[src/rtl/dbg_halt_pkg.sv]
package dbg_halt_pkg;
  localparam int REG_W    = 8;
  localparam int NUM_SRC  = 9;
  localparam int B_EXT_EN = 0;
  localparam int B_EXT_TH = 1;
  localparam int B_MUTE   = 2;
  localparam int B_CLR    = 3;
  localparam int B_TSTOP  = 4;
  localparam int B_PSTOP  = 5;
  localparam int B_CHW_N  = 6;
  localparam logic [REG_W-1:0] WR_MASK = 8'b0111_0111;
  localparam logic [NUM_SRC-1:0] EVT_MASK = 9'b1_1111_0000;
endpackage

[src/rtl/dbg_ctrl_reg.sv]
module dbg_ctrl_reg
  import dbg_halt_pkg::*;
#(
  parameter int W = REG_W
) (
  input  logic         clk,
  input  logic         rst_n,
  input  logic         we,
  input  logic [W-1:0] wdata,
  output logic [W-1:0] ctrl,
  output logic         clr,
  output logic [W-1:0] rdata
);
  logic [W-1:0] ctrl_q, ctrl_d;
  logic         clr_q, clr_d;

  always_comb begin
    ctrl_d = ctrl_q;
    clr_d  = 1'b0;
    if (we) begin
      ctrl_d = wdata & WR_MASK[W-1:0];
      clr_d  = wdata[B_CLR];
    end
  end

  always_ff @(posedge clk or negedge rst_n) begin
    if (!rst_n) begin
      ctrl_q <= '0;
      clr_q  <= 1'b0;
    end else begin
      ctrl_q <= ctrl_d;
      clr_q  <= clr_d;
    end
  end

  assign ctrl  = ctrl_q;
  assign clr   = clr_q;
  assign rdata = ctrl_q;

  p_rsvd_zero_r1: assert property (@(posedge clk) disable iff (!rst_n)
    (rdata & ~WR_MASK[W-1:0]) == '0);
  p_clr_pulse_r2: assert property (@(posedge clk) disable iff (!rst_n)
    (clr_q && !(we && wdata[B_CLR])) |=> !clr_q);
endmodule

[src/rtl/dbg_req_track.sv]
module dbg_req_track
  import dbg_halt_pkg::*;
#(
  parameter int N = NUM_SRC,
  parameter logic [N-1:0] EMASK = EVT_MASK
) (
  input  logic         clk,
  input  logic         rst_n,
  input  logic [N-1:0] req,
  input  logic         clr,
  input  logic         ext_q,
  input  logic         dbg_req,
  input  logic         mute,
  output logic         int_any,
  output logic         evt
);
  logic [N-1:0] pend_q, pend_d;
  logic         rflag_q, rflag_d;

  always_comb begin
    if (clr) begin
      pend_d  = '0;
      rflag_d = 1'b0;
    end else begin
      pend_d  = pend_q | req;
      rflag_d = rflag_q;
    end
  end

  always_ff @(posedge clk or negedge rst_n) begin
    if (!rst_n) begin
      pend_q  <= '0;
      rflag_q <= 1'b1;
    end else begin
      pend_q  <= pend_d;
      rflag_q <= rflag_d;
    end
  end

  assign int_any = |pend_q;
  assign evt = !mute && (rflag_q || dbg_req || (|(pend_q & EMASK)) || ext_q);

  p_clr_wipes_r2: assert property (@(posedge clk) disable iff (!rst_n)
    clr |=> (pend_q == '0 && !rflag_q));
  p_pend_sticky_r3: assert property (@(posedge clk) disable iff (!rst_n)
    !clr |=> ((pend_q & $past(pend_q)) == $past(pend_q)));
endmodule

[src/rtl/dbg_halt_seq.sv]
module dbg_halt_seq (
  input  logic clk,
  input  logic rst_n,
  input  logic uc_end,
  input  logic thr_end,
  input  logic int_any,
  input  logic ext_q,
  input  logic ext_thread,
  input  logic resume,
  output logic halt
);
  logic halt_q, halt_d;
  logic skip_q, skip_d;
  logic hit, release_ok;

  always_comb begin
    hit = (uc_end && (int_any || (ext_q && !ext_thread))) ||
          (thr_end && ext_q && ext_thread);
    release_ok = halt_q && resume && !ext_q;
    halt_d = halt_q;
    skip_d = skip_q;
    if (halt_q) begin
      if (release_ok) begin
        halt_d = 1'b0;
        skip_d = 1'b1;
      end
    end else if (skip_q) begin
      if (uc_end || thr_end) skip_d = 1'b0;
    end else if (hit) begin
      halt_d = 1'b1;
    end
  end

  always_ff @(posedge clk or negedge rst_n) begin
    if (!rst_n) begin
      halt_q <= 1'b0;
      skip_q <= 1'b0;
    end else begin
      halt_q <= halt_d;
      skip_q <= skip_d;
    end
  end

  assign halt = halt_q;

  p_hold_ext_r6: assert property (@(posedge clk) disable iff (!rst_n)
    (halt_q && ext_q) |=> halt_q);
  p_skip_first_r7: assert property (@(posedge clk) disable iff (!rst_n)
    (skip_q && !halt_q) |=> !halt_q);
  p_rise_on_strobe_r3: assert property (@(posedge clk) disable iff (!rst_n)
    (!halt_q && !uc_end && !thr_end) |=> !halt_q);
endmodule

[src/rtl/dbg_halt_ctrl.sv]
module dbg_halt_ctrl
  import dbg_halt_pkg::*;
#(
  parameter int W = REG_W,
  parameter int N = NUM_SRC
) (
  input  logic         clk,
  input  logic         rst_n,
  input  logic         reg_we,
  input  logic [W-1:0] reg_wdata,
  output logic [W-1:0] reg_rdata,
  input  logic [N-1:0] bkpt_req,
  input  logic         ext_req,
  input  logic         dbg_req,
  input  logic         uc_end,
  input  logic         thr_end,
  input  logic         resume,
  input  logic         step_i,
  input  logic         forced_i,
  input  logic         prog_trace_on,
  output logic         halt,
  output logic         tclk_en,
  output logic         pin_smp_en,
  output logic         evt_out,
  output logic         chw_trace_en
);
  logic [1:0]   rsync_q;
  logic         rst_n_s;
  logic [W-1:0] ctrl;
  logic         clr, int_any, ext_q;

  always_ff @(posedge clk or negedge rst_n) begin
    if (!rst_n) rsync_q <= 2'b00;
    else        rsync_q <= {rsync_q[0], 1'b1};
  end
  assign rst_n_s = rsync_q[1];

  dbg_ctrl_reg #(.W(W)) u_reg (
    .clk(clk), .rst_n(rst_n_s), .we(reg_we), .wdata(reg_wdata),
    .ctrl(ctrl), .clr(clr), .rdata(reg_rdata)
  );

  assign ext_q = ctrl[B_EXT_EN] && ext_req;

  dbg_req_track #(.N(N), .EMASK(EVT_MASK[N-1:0])) u_trk (
    .clk(clk), .rst_n(rst_n_s), .req(bkpt_req), .clr(clr), .ext_q(ext_q),
    .dbg_req(dbg_req), .mute(ctrl[B_MUTE]), .int_any(int_any), .evt(evt_out)
  );

  dbg_halt_seq u_seq (
    .clk(clk), .rst_n(rst_n_s), .uc_end(uc_end), .thr_end(thr_end),
    .int_any(int_any), .ext_q(ext_q), .ext_thread(ctrl[B_EXT_TH]),
    .resume(resume), .halt(halt)
  );

  assign tclk_en      = !(halt && ctrl[B_TSTOP]);
  assign pin_smp_en   = !(ctrl[B_PSTOP] && (forced_i || (halt && !step_i)));
  assign chw_trace_en = !ctrl[B_CHW_N] && prog_trace_on;

  p_ext_ignored_r4: assert property (@(posedge clk) disable iff (!rst_n_s)
    (!ctrl[B_EXT_EN] && !int_any && !halt) |=> !halt);
endmodule

[config.mk]
export PLATFORM = sky130hd
export DESIGN_NAME = dbg_halt_ctrl
export DESIGN_NICKNAME = d
export VERILOG_FILES = /design/src/rtl/dbg_halt_pkg.sv /design/src/rtl/dbg_ctrl_reg.sv /design/src/rtl/dbg_req_track.sv /design/src/rtl/dbg_halt_seq.sv /design/src/rtl/dbg_halt_ctrl.sv
export SDC_FILE = /design/constraint.sdc
export NUM_CORES = 1
export LEC_CHECK = 0
export ABC_AREA = 1
export BUFFER_PORTS_ARGS = -buffer_cell sky130_fd_sc_hd__buf_2
export CAP_MARGIN = 0
export CORE_UTILIZATION = 45
export CTS_CLUSTER_SIZE = 8
export DETAILED_ROUTE_END_ITERATION = 16
export PLACE_DENSITY = 0.86
export SLEW_MARGIN = 30
export SYNTH_ARGS = -nofsm -noshare
export SYNTH_HDL_FRONTEND = slang
export SYNTH_SLANG_ARGS = --single-unit
[constraint.sdc]
create_clock -name clk -period 2.1 [get_ports clk]
set_clock_uncertainty 0.05 [all_clocks]
set_input_delay 0.42 -clock clk [delete_from_list [all_inputs] [get_ports clk]]
set_output_delay 0.42 -clock clk [all_outputs]
set_load 0.01 [all_outputs]
=== Word level (Yosys, flattened, before mapping) ===
Index checks and enable logic that the tools add are counted.

* Equality and inequality tests: 1
* Multiplexer cells: 10
* Bitwise gates (word level): 1
* Reductions and logical operators: 28

{| class="wikitable"
|+ Operators with widths
! operator !! number
|-
| $logic_and A1 B1 Y1 || 12
|-
| $mux W1 || 9
|-
| $mux W9 || 1
|-
| $or A9 B9 Y9 || 1
|-
| $reduce_or A9 Y1 || 1
|-
| $logic_not A1 Y1 || 7
|-
| $logic_or A1 B1 Y1 || 7
|-
| $reduce_or A5 Y1 || 1
|-
| $ne A2 B2 Y1 const B || 1
|}

* Flip-flop bits (word level): 21
* Input port bits: 28
* Output and inout port bits: 13
* Word-level logic and storage cells: 47

=== Logic depth before layout (Yosys ltp) ===
Gate-level depths: netlist of the first run.

* Word-level depth: 8
* Depth in mapped cells: 8
* Mapped depth without buffers: 8

=== Modules after synthesis ===
Synthesis of the first run repeated with hierarchy kept, for this count alone.

* Cell total of the unflattened synthesis: 115
* Area total of the unflattened synthesis: 927.1 sq um

{| class="wikitable"
|+ Modules (own cells, without submodules)
! module !! instances !! cells an instance !! area an instance (sq um) !! sequential area each (sq um)
|-
| dbg_req_track || 1 || 44 || 384.1 || 251.5
|-
| dbg_ctrl_reg || 1 || 40 || 337.8 || 175.2
|-
| dbg_halt_seq || 1 || 18 || 113.9 || 50.0
|-
| dbg_halt_ctrl || 1 || 13 || 91.3 || 50.0
|}

=== Worst setup path after synthesis of the first run ===
Ideal clock, no wire load.

* Path kind: reg2out
* Start point: register u_seq.halt_q (netlist: u_seq.halt)
* End point: output pin_smp_en
* Arrival: 813 ps
* Data required time: 1630 ps
* Slack: 817 ps
* Stages on the path, launching flop included: 4
* Buffers on the path: 0
* Cell sequence: dfrtp_1 inv_1 nor2_1 o21ai_0

* Cells in the longest elaborated chain, start to end: 4

{| class="wikitable"
|+ Ends and longest elaborated chain
! what !! line !! RTL
|-
| start: declaration || dbg_halt_seq.sv:12 || <nowiki>logic halt_q, halt_d;</nowiki>
|-
| start signal: assignment || dbg_halt_seq.sv:39 || <nowiki>halt_q <= halt_d;</nowiki>
|-
| $logic_and A1 B1 Y1 || dbg_halt_ctrl.sv:57 || <nowiki>assign pin_smp_en = !(ctrl[B_PSTOP] && (forced_i || (halt && !step_i)));</nowiki>
|-
| $logic_or A1 B1 Y1 || dbg_halt_ctrl.sv:57 ||
|-
| $logic_and A1 B1 Y1 || dbg_halt_ctrl.sv:57 ||
|-
| $logic_not A1 Y1 || dbg_halt_ctrl.sv:57 ||
|-
| end: declaration || dbg_halt_ctrl.sv:23 || <nowiki>output logic pin_smp_en,</nowiki>
|}

No other way between the ends.

=== Final worst setup path of the first run ===
Ends and elaborated chain as after synthesis.

==> results of run 1 <==
-- worst reg2reg max path, cell delays in order, from the launching register on --
cell and delay (ns):
dfrtp_1 0.41, nand2_1 0.15, nor2_1 0.06, nor2_1 0.09
nand2_1 0.06, nand2_1 0.05, nand2_1 0.04, nand2_1 0.05
nand2_1 0.04
-- worst max-delay path by stage --
stage	from	end	slack, ns	depth (start not counted)
final	u_seq.halt	pin_smp_en	0.42	4
after global routing	u_trk.pend_q[7]	evt_out	0.35	5
after CTS	u_trk.pend_q[7]	evt_out	0.42	5
after detailed placement	ext_req	evt_out	0.72	4
after global placement	ext_req	evt_out	0.69	4
after floorplan	u_seq.halt	pin_smp_en	0.82	3
-- kinds of logic (layout without fill, tap and decap cells) --
group,Yosys count,after routing,share of synthesized area (%)
AO/OA/AOI/OAI,4,4,2.45
buffers and inverters,16,52,8.92
flip-flops,21,21,60.6
multiplexers,6,6,7.77
other,2,3,0.864
AND/OR/NAND/NOR,44,44,19.4
-- power groups by stage --
stage / Combinational [W] / Clock, W / Sequential [W]
after detailed placement: 0.000166 / 0 / 0.000510
after CTS: 0.000168 / 0.000199 / 0.000501
after global routing: 0.000191 / 0.000207 / 0.000512
after global placement: 0.000158 / 0 / 0.000505
final: 0.000166 / 0.000191 / 0.000501
after floorplan: 0.0000980 / 0 / 0.000505
-- routing by layer --
layer	track usage (%)	part of all wire, %	up-vias
li1	-	-	348
met1	19.2	38	318
met2	38.9	57	27
met3	2.78	3.9	4
met4	8.82	1.1	0
met5	0	0	-
-- Yosys cell counts --
cell / count
dfrtp_1: 20
nor2_2: 1
a21oi_1: 2
mux2_2: 6
a31oi_1: 1
nand3_1: 1
dfstp_2: 1
nor2_1: 29
conb_1: 2
inv_1: 10
buf_2: 2
nand2_1: 13
o21ai_0: 1
buf_4: 4
-- what timing repair did --
action	CTS	global route
hold buffers	1	0
buffers inserted	0	0
endpoints found under the hold margin	2	0
-- cells in the final DEF, fill, tap and decap left out, drive strengths merged, types with 2 or more instances in the layout --
| cell | netlist | routed |
|---|---|---|
| dfrtp | 20 | 20 |
| a21oi | 2 | 2 |
| conb | 2 | 3 |
| nand2 | 13 | 13 |
| clkbuf | 0 | 4 |
| inv | 10 | 10 |
| buf | 6 | 37 |
| nor2 | 30 | 30 |
| mux2 | 6 | 6 |
-- cell type report --
type	instances	area, um2	area share, %
sequential	21	527	48.5
inverter	10	37.5	3.46
clock buffer	4	26.3	2.42
tap	25	31.3	2.88
timing repair buffer	38	195	18.0
multi-input combinational	57	269	24.8
-- registers in the layout, summed over array words and instances (netlist names) --
name / count
u_seq.skip_q: 1
u_trk.pend_q: 9
u_reg.ctrl: 6
u_reg.clr: 1
rsync_q: 2
u_seq.halt: 1
u_trk.rflag_q: 1
-- per-stage QoR --
step	power [W]	hold WS [ns]	worst slack [ns]	std cells
6_report	0.000859	0.253	0.424	155
4_1_cts	0.000869	0.250	0.419	155
2_1_floorplan	0.000603	0.0744	0.817	94
3_5_place_dp	0.000676	0.157	0.723	150
3_3_place_gp	0.000663	0.158	0.692	150
5_1_grt	0.000910	0.269	0.346	155
==> impl_summary.log, run 1 <==
[metrics] outcome: completed
[metrics] remaining routing DRC violations: 0
[metrics] row count: 15
[metrics] final net count: 159
[metrics] crit-path max FO: 5
[metrics] total grt overflow: 0
[metrics] number of sinks handled by clock tree synthesis: 21
[metrics] max-capacitance violation count: 0
[metrics] hold violation total from the final report: 0
[metrics] Gate power share: 19.3%
[metrics] initial DRC count: 9
[metrics] crit-path max cell delay: 0.44 ns
[metrics] Synth top area share: 57.6%
[metrics] post_cts resized: 0
[metrics] wire length of the first global-routing pass: 2800 um
[metrics] Initial Utilization: 49.3%
[metrics] average routed wire per standard cell: 11.2 um
[metrics] initial antenna violation count: 0
[metrics] remaining antenna violation count after routing: 0
[metrics] antenna cells: 0
[metrics] I/O pin cnt: 41
[metrics] number of buffers on the longest clock path: 2
[metrics] Worst Setup Start Kind: register
[metrics] PD cells: 791 nW/um2
[metrics] cell types occupying the most area after synthesis: dfrtp_1, nor2_1, mux2_2, nand2_1, inv_1
[metrics] Period Utilization, post-route: 79.8%
[metrics] unrepaired setup endpoints after global routing: false
[metrics] final-layout setup total negative slack: 0 ns
[metrics] switch share: 29.2%
[metrics] maximum vdd ir drop: 0.476 mV
[metrics] number of flip-flops and latches in the synthesized netlist: 21
[metrics] cell class contributing the biggest share of worst-path delay: flip-flops
[metrics] total clock buffers created by CTS: 3
[metrics] core occupancy in the finished layout: 61.6%
[metrics] gp weighted congestion: 0.741
[metrics] required time of the critical path: 1.63 ns
[metrics] Port Buf Inserts: 37
[metrics] worst reg2reg endpoint: u_seq.halt
[metrics] sequential-to-total area share from yosys stat: 60.6%
[metrics] Worst Setup Path Type: register to primary output
[metrics] Total Routing Usage GR: 19.6%
[metrics] number of distinct library cells after synthesis: 14
[metrics] die height: 46.0 um
[metrics] final std cell area, no fill: 1090 um2
[metrics] worst-margin pin slew: 0.773 ns
[metrics] vias in the first global route: 719
[metrics] leakage power figure: 0.585 nW
[metrics] DRT Wirelength: 1740 um
[metrics] clock insertion delay at the later pin of the skew report: 0.30 ns
[metrics] DP HPWL: 1330 um
[metrics] worst hold path endpoint: u_reg.clr
[metrics] number of vias per cell: 4.50
[metrics] final count of negative-setup-slack endpoints: 0
[metrics] pin count of the biggest net entering global routing: 20
[metrics] proportion of power drawn by the clock network: 22.3%
[metrics] H-Tree Depth: 1
[metrics] count of fill cells added during filler insertion: 161
[metrics] Die Footprint: 2110 um2
[metrics] post-synth design cell area: 870 um2
[metrics] Area Overhead vs Synth: 24.9%
[metrics] Initial DRT Pass Iterations: 4
[metrics] placeable core region: 1760 um2
[metrics] hold path cells: 3
[metrics] CP Buf/Inv Count: 2
[metrics] post-detailed-placement cell area: 1050 um2
[metrics] area leader, netlist: dfrtp_1
[metrics] Worst Min Path Start: reg_wdata[3]
[metrics] Clock transition at path regs: 0.11 ns
[metrics] max-slew violation count: 0
[metrics] reg2reg setup slack: 1.00 ns
[metrics] worst max-slew margin expressed relative to the limit: 48.5%
[metrics] highest clock rate: 597 MHz
[metrics] proportion of power drawn by flip-flops and latches: 58.4%
[metrics] critical register-to-register path startpoint: u_reg.ctrl[0]
[metrics] Slowest cell on crit path: dfrtp_1
[metrics] count of yosys warnings during synthesis: 0
[metrics] cells after synthesis: 93
[metrics] library cell used as clock root buffer: clkbuf_4
[metrics] die boundary width: 46.0 um
[metrics] Int Pwr: 0.000608 W
[metrics] net switching power figure: 0.000251 W
[metrics] fraction of layout cells with a size suffix above 1: 36.9%
[metrics] minimum clock period: 1.68 ns
[metrics] data arrival time of the critical path: 1.21 ns
[metrics] path depth of the worst reg2reg path: 8
[metrics] element type at the critical path end: primary output
[metrics] CTS tree: built
[metrics] worst min path class: input port to register
[metrics] crit path cell chain: inv_1, nor2_1, o21ai_0, buf_2
[metrics] mean instance size in the synthesized netlist: 9.35 um2
[metrics] Vias: 697
No activity file was read; power rests on OpenSTA's default activity.
==> inputs of run 2 (changes only) <==
- ABC_AREA: 1 -> 0
- CORE_UTILIZATION: 45 -> 40
- PLACE_DENSITY: 0.86 -> 0.81
- clock period: 2.1 -> 1.42 ns (I/O delays scaled with it)
==> run 2 against run 1 <==
  * Critical path type unchanged
  * Flip-flop and latch count is the same
  * The run now ends with setup timing left
  * Synthesized cell count decreased by 19%
  * Clock-buffer cell count unchanged
  * Die area is 11% higher
  * Combinational power grew 80%
  * Area after synthesis shrank 1.0%
  * Hold slack worse by 0.14 ns
  * Wire length down 5.8%
  * Largest power group unchanged
  * Final cell count decreased by 7.7%
  * Critical endpoint is now evt_out
==> impl_summary.log, run 2 <==
[metrics] outcome: complete, but fails checks
[metrics] violations in the final reports: setup timing
[metrics] ranking of synthesized cells by instance count: nor2_1, dfrtp_1, mux2_2
[metrics] number of synthesized flops with an enable pin: 0
[metrics] post-synth design cell area: 861 um2
[metrics] cell types occupying the most area after synthesis: dfrtp_1, nor2_1, mux2_2, nor4_4, buf_4
[metrics] leakage power figure: 0.543 nW
[metrics] mean instance size in the synthesized netlist: 11.5 um2
[metrics] hold violation total from the final report: 0
[metrics] vias in the first global route: 659
[metrics] Worst Setup Path Type: register to primary output
[metrics] total grt overflow: 0
[metrics] DRT Wirelength: 1640 um
[metrics] crit-path max FO: 2
[metrics] gp weighted congestion: 0.708
[metrics] count of yosys warnings during synthesis: 0
[metrics] CTS tree: built
[metrics] Port Buf Inserts: 37
[metrics] I/O pin cnt: 41
[metrics] count of fill cells added during filler insertion: 187
[metrics] average routed wire per standard cell: 11.5 um
[metrics] required time of the critical path: 1.09 ns
[metrics] Reg with most FFs: u_trk.pend_q
[metrics] cells after synthesis: 75
[metrics] sequential-to-total area share from yosys stat: 61.2%
[metrics] max-capacitance violation count: 0
[metrics] highest clock rate: 583 MHz
[metrics] Total Power Consumption: 0.00132 W
[metrics] final-layout setup total negative slack: -0.384 ns
[metrics] max FFs per register: 9
[metrics] Total Routing Usage GR: 15.8%
[metrics] Period Utilization, post-route: 121%
[metrics] library cell used as clock root buffer: clkbuf_4
[metrics] Vias: 638
[metrics] final net count: 145
[metrics] crit-path max cell delay: 0.43 ns
[metrics] placeable core region: 2000 um2
[metrics] Clock transition at path regs: 0.11 ns
[metrics] commonest non-fill, non-tap cells in the layout: buf_2, nor2_1, dfrtp_1
[metrics] DP HPWL: 1280 um
[metrics] initial antenna violation count: 0
[metrics] antenna cells: 0
[metrics] remaining routing DRC violations: 0
[metrics] maximum vdd ir drop: 0.668 mV
[metrics] initial DRC count: 0
[metrics] Worst Slack Setup Final: -0.295 ns
[metrics] Worst Setup Start Kind: register
[metrics] post-route non-filler standard cell count: 143
[metrics] number of vias per cell: 4.46
[metrics] proportion of register bits with asynchronous set or reset after synthesis: 100%
[metrics] Synth top area share: 58.1%
[metrics] wire length of the first global-routing pass: 2780 um
[metrics] data arrival time of the critical path: 1.38 ns
[metrics] Initial Utilization: 43.0%
[metrics] Slowest cell on crit path: dfrtp_1
[metrics] die boundary width: 48.4 um
[metrics] crit path cell chain: nor4_4, a41oi_1, buf_2
[metrics] unrepaired setup endpoints after global routing: true
[metrics] worst min path class: register to async pin
[metrics] count leader, synth: nor2_1
[metrics] remaining antenna violation count after routing: 0
[metrics] fraction of layout cells with a size suffix above 1: 48.3%
[metrics] die height: 48.4 um
[metrics] area leader, netlist: dfrtp_1
[metrics] total clock buffers created by CTS: 3
[metrics] number of distinct library cells after synthesis: 19
[metrics] Min Hold Slack: 0.112 ns
[metrics] Initial DRT Pass Iterations: 1
[metrics] Die Footprint: 2340 um2
[metrics] minimum clock period: 1.72 ns
[metrics] reg2reg setup slack: -0.09 ns
[metrics] number of buffers on the longest clock path: 2
[metrics] PD cells: 1170 nW/um2
[metrics] pin count of the biggest net entering global routing: 12
[metrics] Area Overhead vs Synth: 31.2%
[metrics] core occupancy in the finished layout: 56.4%
[metrics] H-Tree Depth: 1
[metrics] max-slew violation count: 0
[metrics] commonest non-fill, non-tap cell in the layout: buf_2
[metrics] cell total after placement: 135
[metrics] row count: 16
[metrics] clock insertion delay at the later pin of the skew report: 0.30 ns
[metrics] number of flip-flops and latches in the synthesized netlist: 21
[metrics] number of sinks handled by clock tree synthesis: 21
[metrics] element type at the critical path end: primary output
[metrics] final count of negative-setup-slack endpoints: 2
[metrics] dominant register cell in the synthesized netlist: dfrtp_1
==> run 2: cell count changes in the layout (fill, tap and decap cells not counted), sizes merged, moves of 3 or more <==
| cell | previous run | this run |
|---|---|---|
| inv | 10 | 1 |
| nand2 | 13 | 3 |
| nor4 | 0 | 3 |
| nor2b | 0 | 3 |
| buf | 37 | 41 |
| nor2 | 30 | 22 |
==> run 2: path summary, 6_finish.rpt <==
kind | startpoint | endpoint | cells past startpoint
setup reg to reg | u_trk.pend_q[4] | u_seq.halt | 4
setup / recovery | u_trk.pend_q[4] | evt_out | 3
hold / removal | rsync_q[1] | u_seq.skip_q | 0
min in group clk | reg_wdata[3] | u_reg.clr | 2
hold reg to reg | rsync_q[1] | u_seq.skip_q | 0
max in group asynchronous | rsync_q[1] | u_reg.ctrl[6] | 1
==> run 2: timing repair <==
action                     in CTS  in global routing
hold endpoints to repair        2                  0
gates cloned                    0                  0
hold buffers                    1                  0
setup buffers                   2                  2
setup endpoints to repair       3                  3
pin swaps                       3                  2
resized for setup               3                  1
==> run 2: critical path: cells and delay by family (launching register included) <==
kind | cells | cell delay [ns]
buffers and inverters | 1 | 0.16
AND/OR/NAND/NOR | 1 | 0.33
AO/OA/AOI/OAI | 1 | 0.15
flip-flops | 1 | 0.43
==> run 2: logic make-up after synthesis <==
| logic type | count (synthesis) | share of synthesized area (%) |
|---|---|---|
| muxes | 6 | 7.85 |
| buffers and inverters | 7 | 4.80 |
| AOI/OAI and AO/OA | 7 | 5.81 |
| DFF | 21 | 61.2 |
| other | 2 | 0.872 |
| and+or+nand+nor | 32 | 19.5 |
==> run 2: per-layer routing <==
| layer | share of wire, % | up-vias | global-route usage [%] |
|---|---|---|---|
| met2 | 52 | 15 | 27.7 |
| met4 | 2.2 | 0 | 8.82 |
| met1 | 42 | 298 | 17.3 |
| li1 | - | 320 | - |
| met3 | 4.5 | 5 | 4.09 |
| met5 | 0 | - | 0 |
==> run 2: per-stage QoR <==
stage	setup slack (ns)	instance area [um2]
CTS	-0.299	1120
global placement	0.0523	1050
floorplan	0.108	865
finish	-0.295	1130
global route	-0.369	1130
detailed placement	0.0127	1050
==> run 2: power breakdown <==
| group | total (W) | leakage, nW | switching, W | internal [W] |
|---|---|---|---|---|
| logic | 0.000298 | 0.286 | 0.000135 | 0.000163 |
| clock network | 0.000285 | 0.0150 | 0.000175 | 0.000110 |
| registers | 0.000736 | 0.242 | 0.0000667 | 0.000669 |
| total | 0.00132 | 0.543 | 0.000376 | 0.000941 |
==> run 2: area by class of cell <==
class                           instances  area [um2]  share of cell area [%]
Clock buffer                            4        26.3                    2.33
Inverter                                1        3.75                   0.332
Multi-Input combinational cell         48         314                    27.8
Sequential cell                        21         527                    46.6
Tap cell                               27        33.8                    2.99
Timing Repair Buffer                   42         225                    19.9
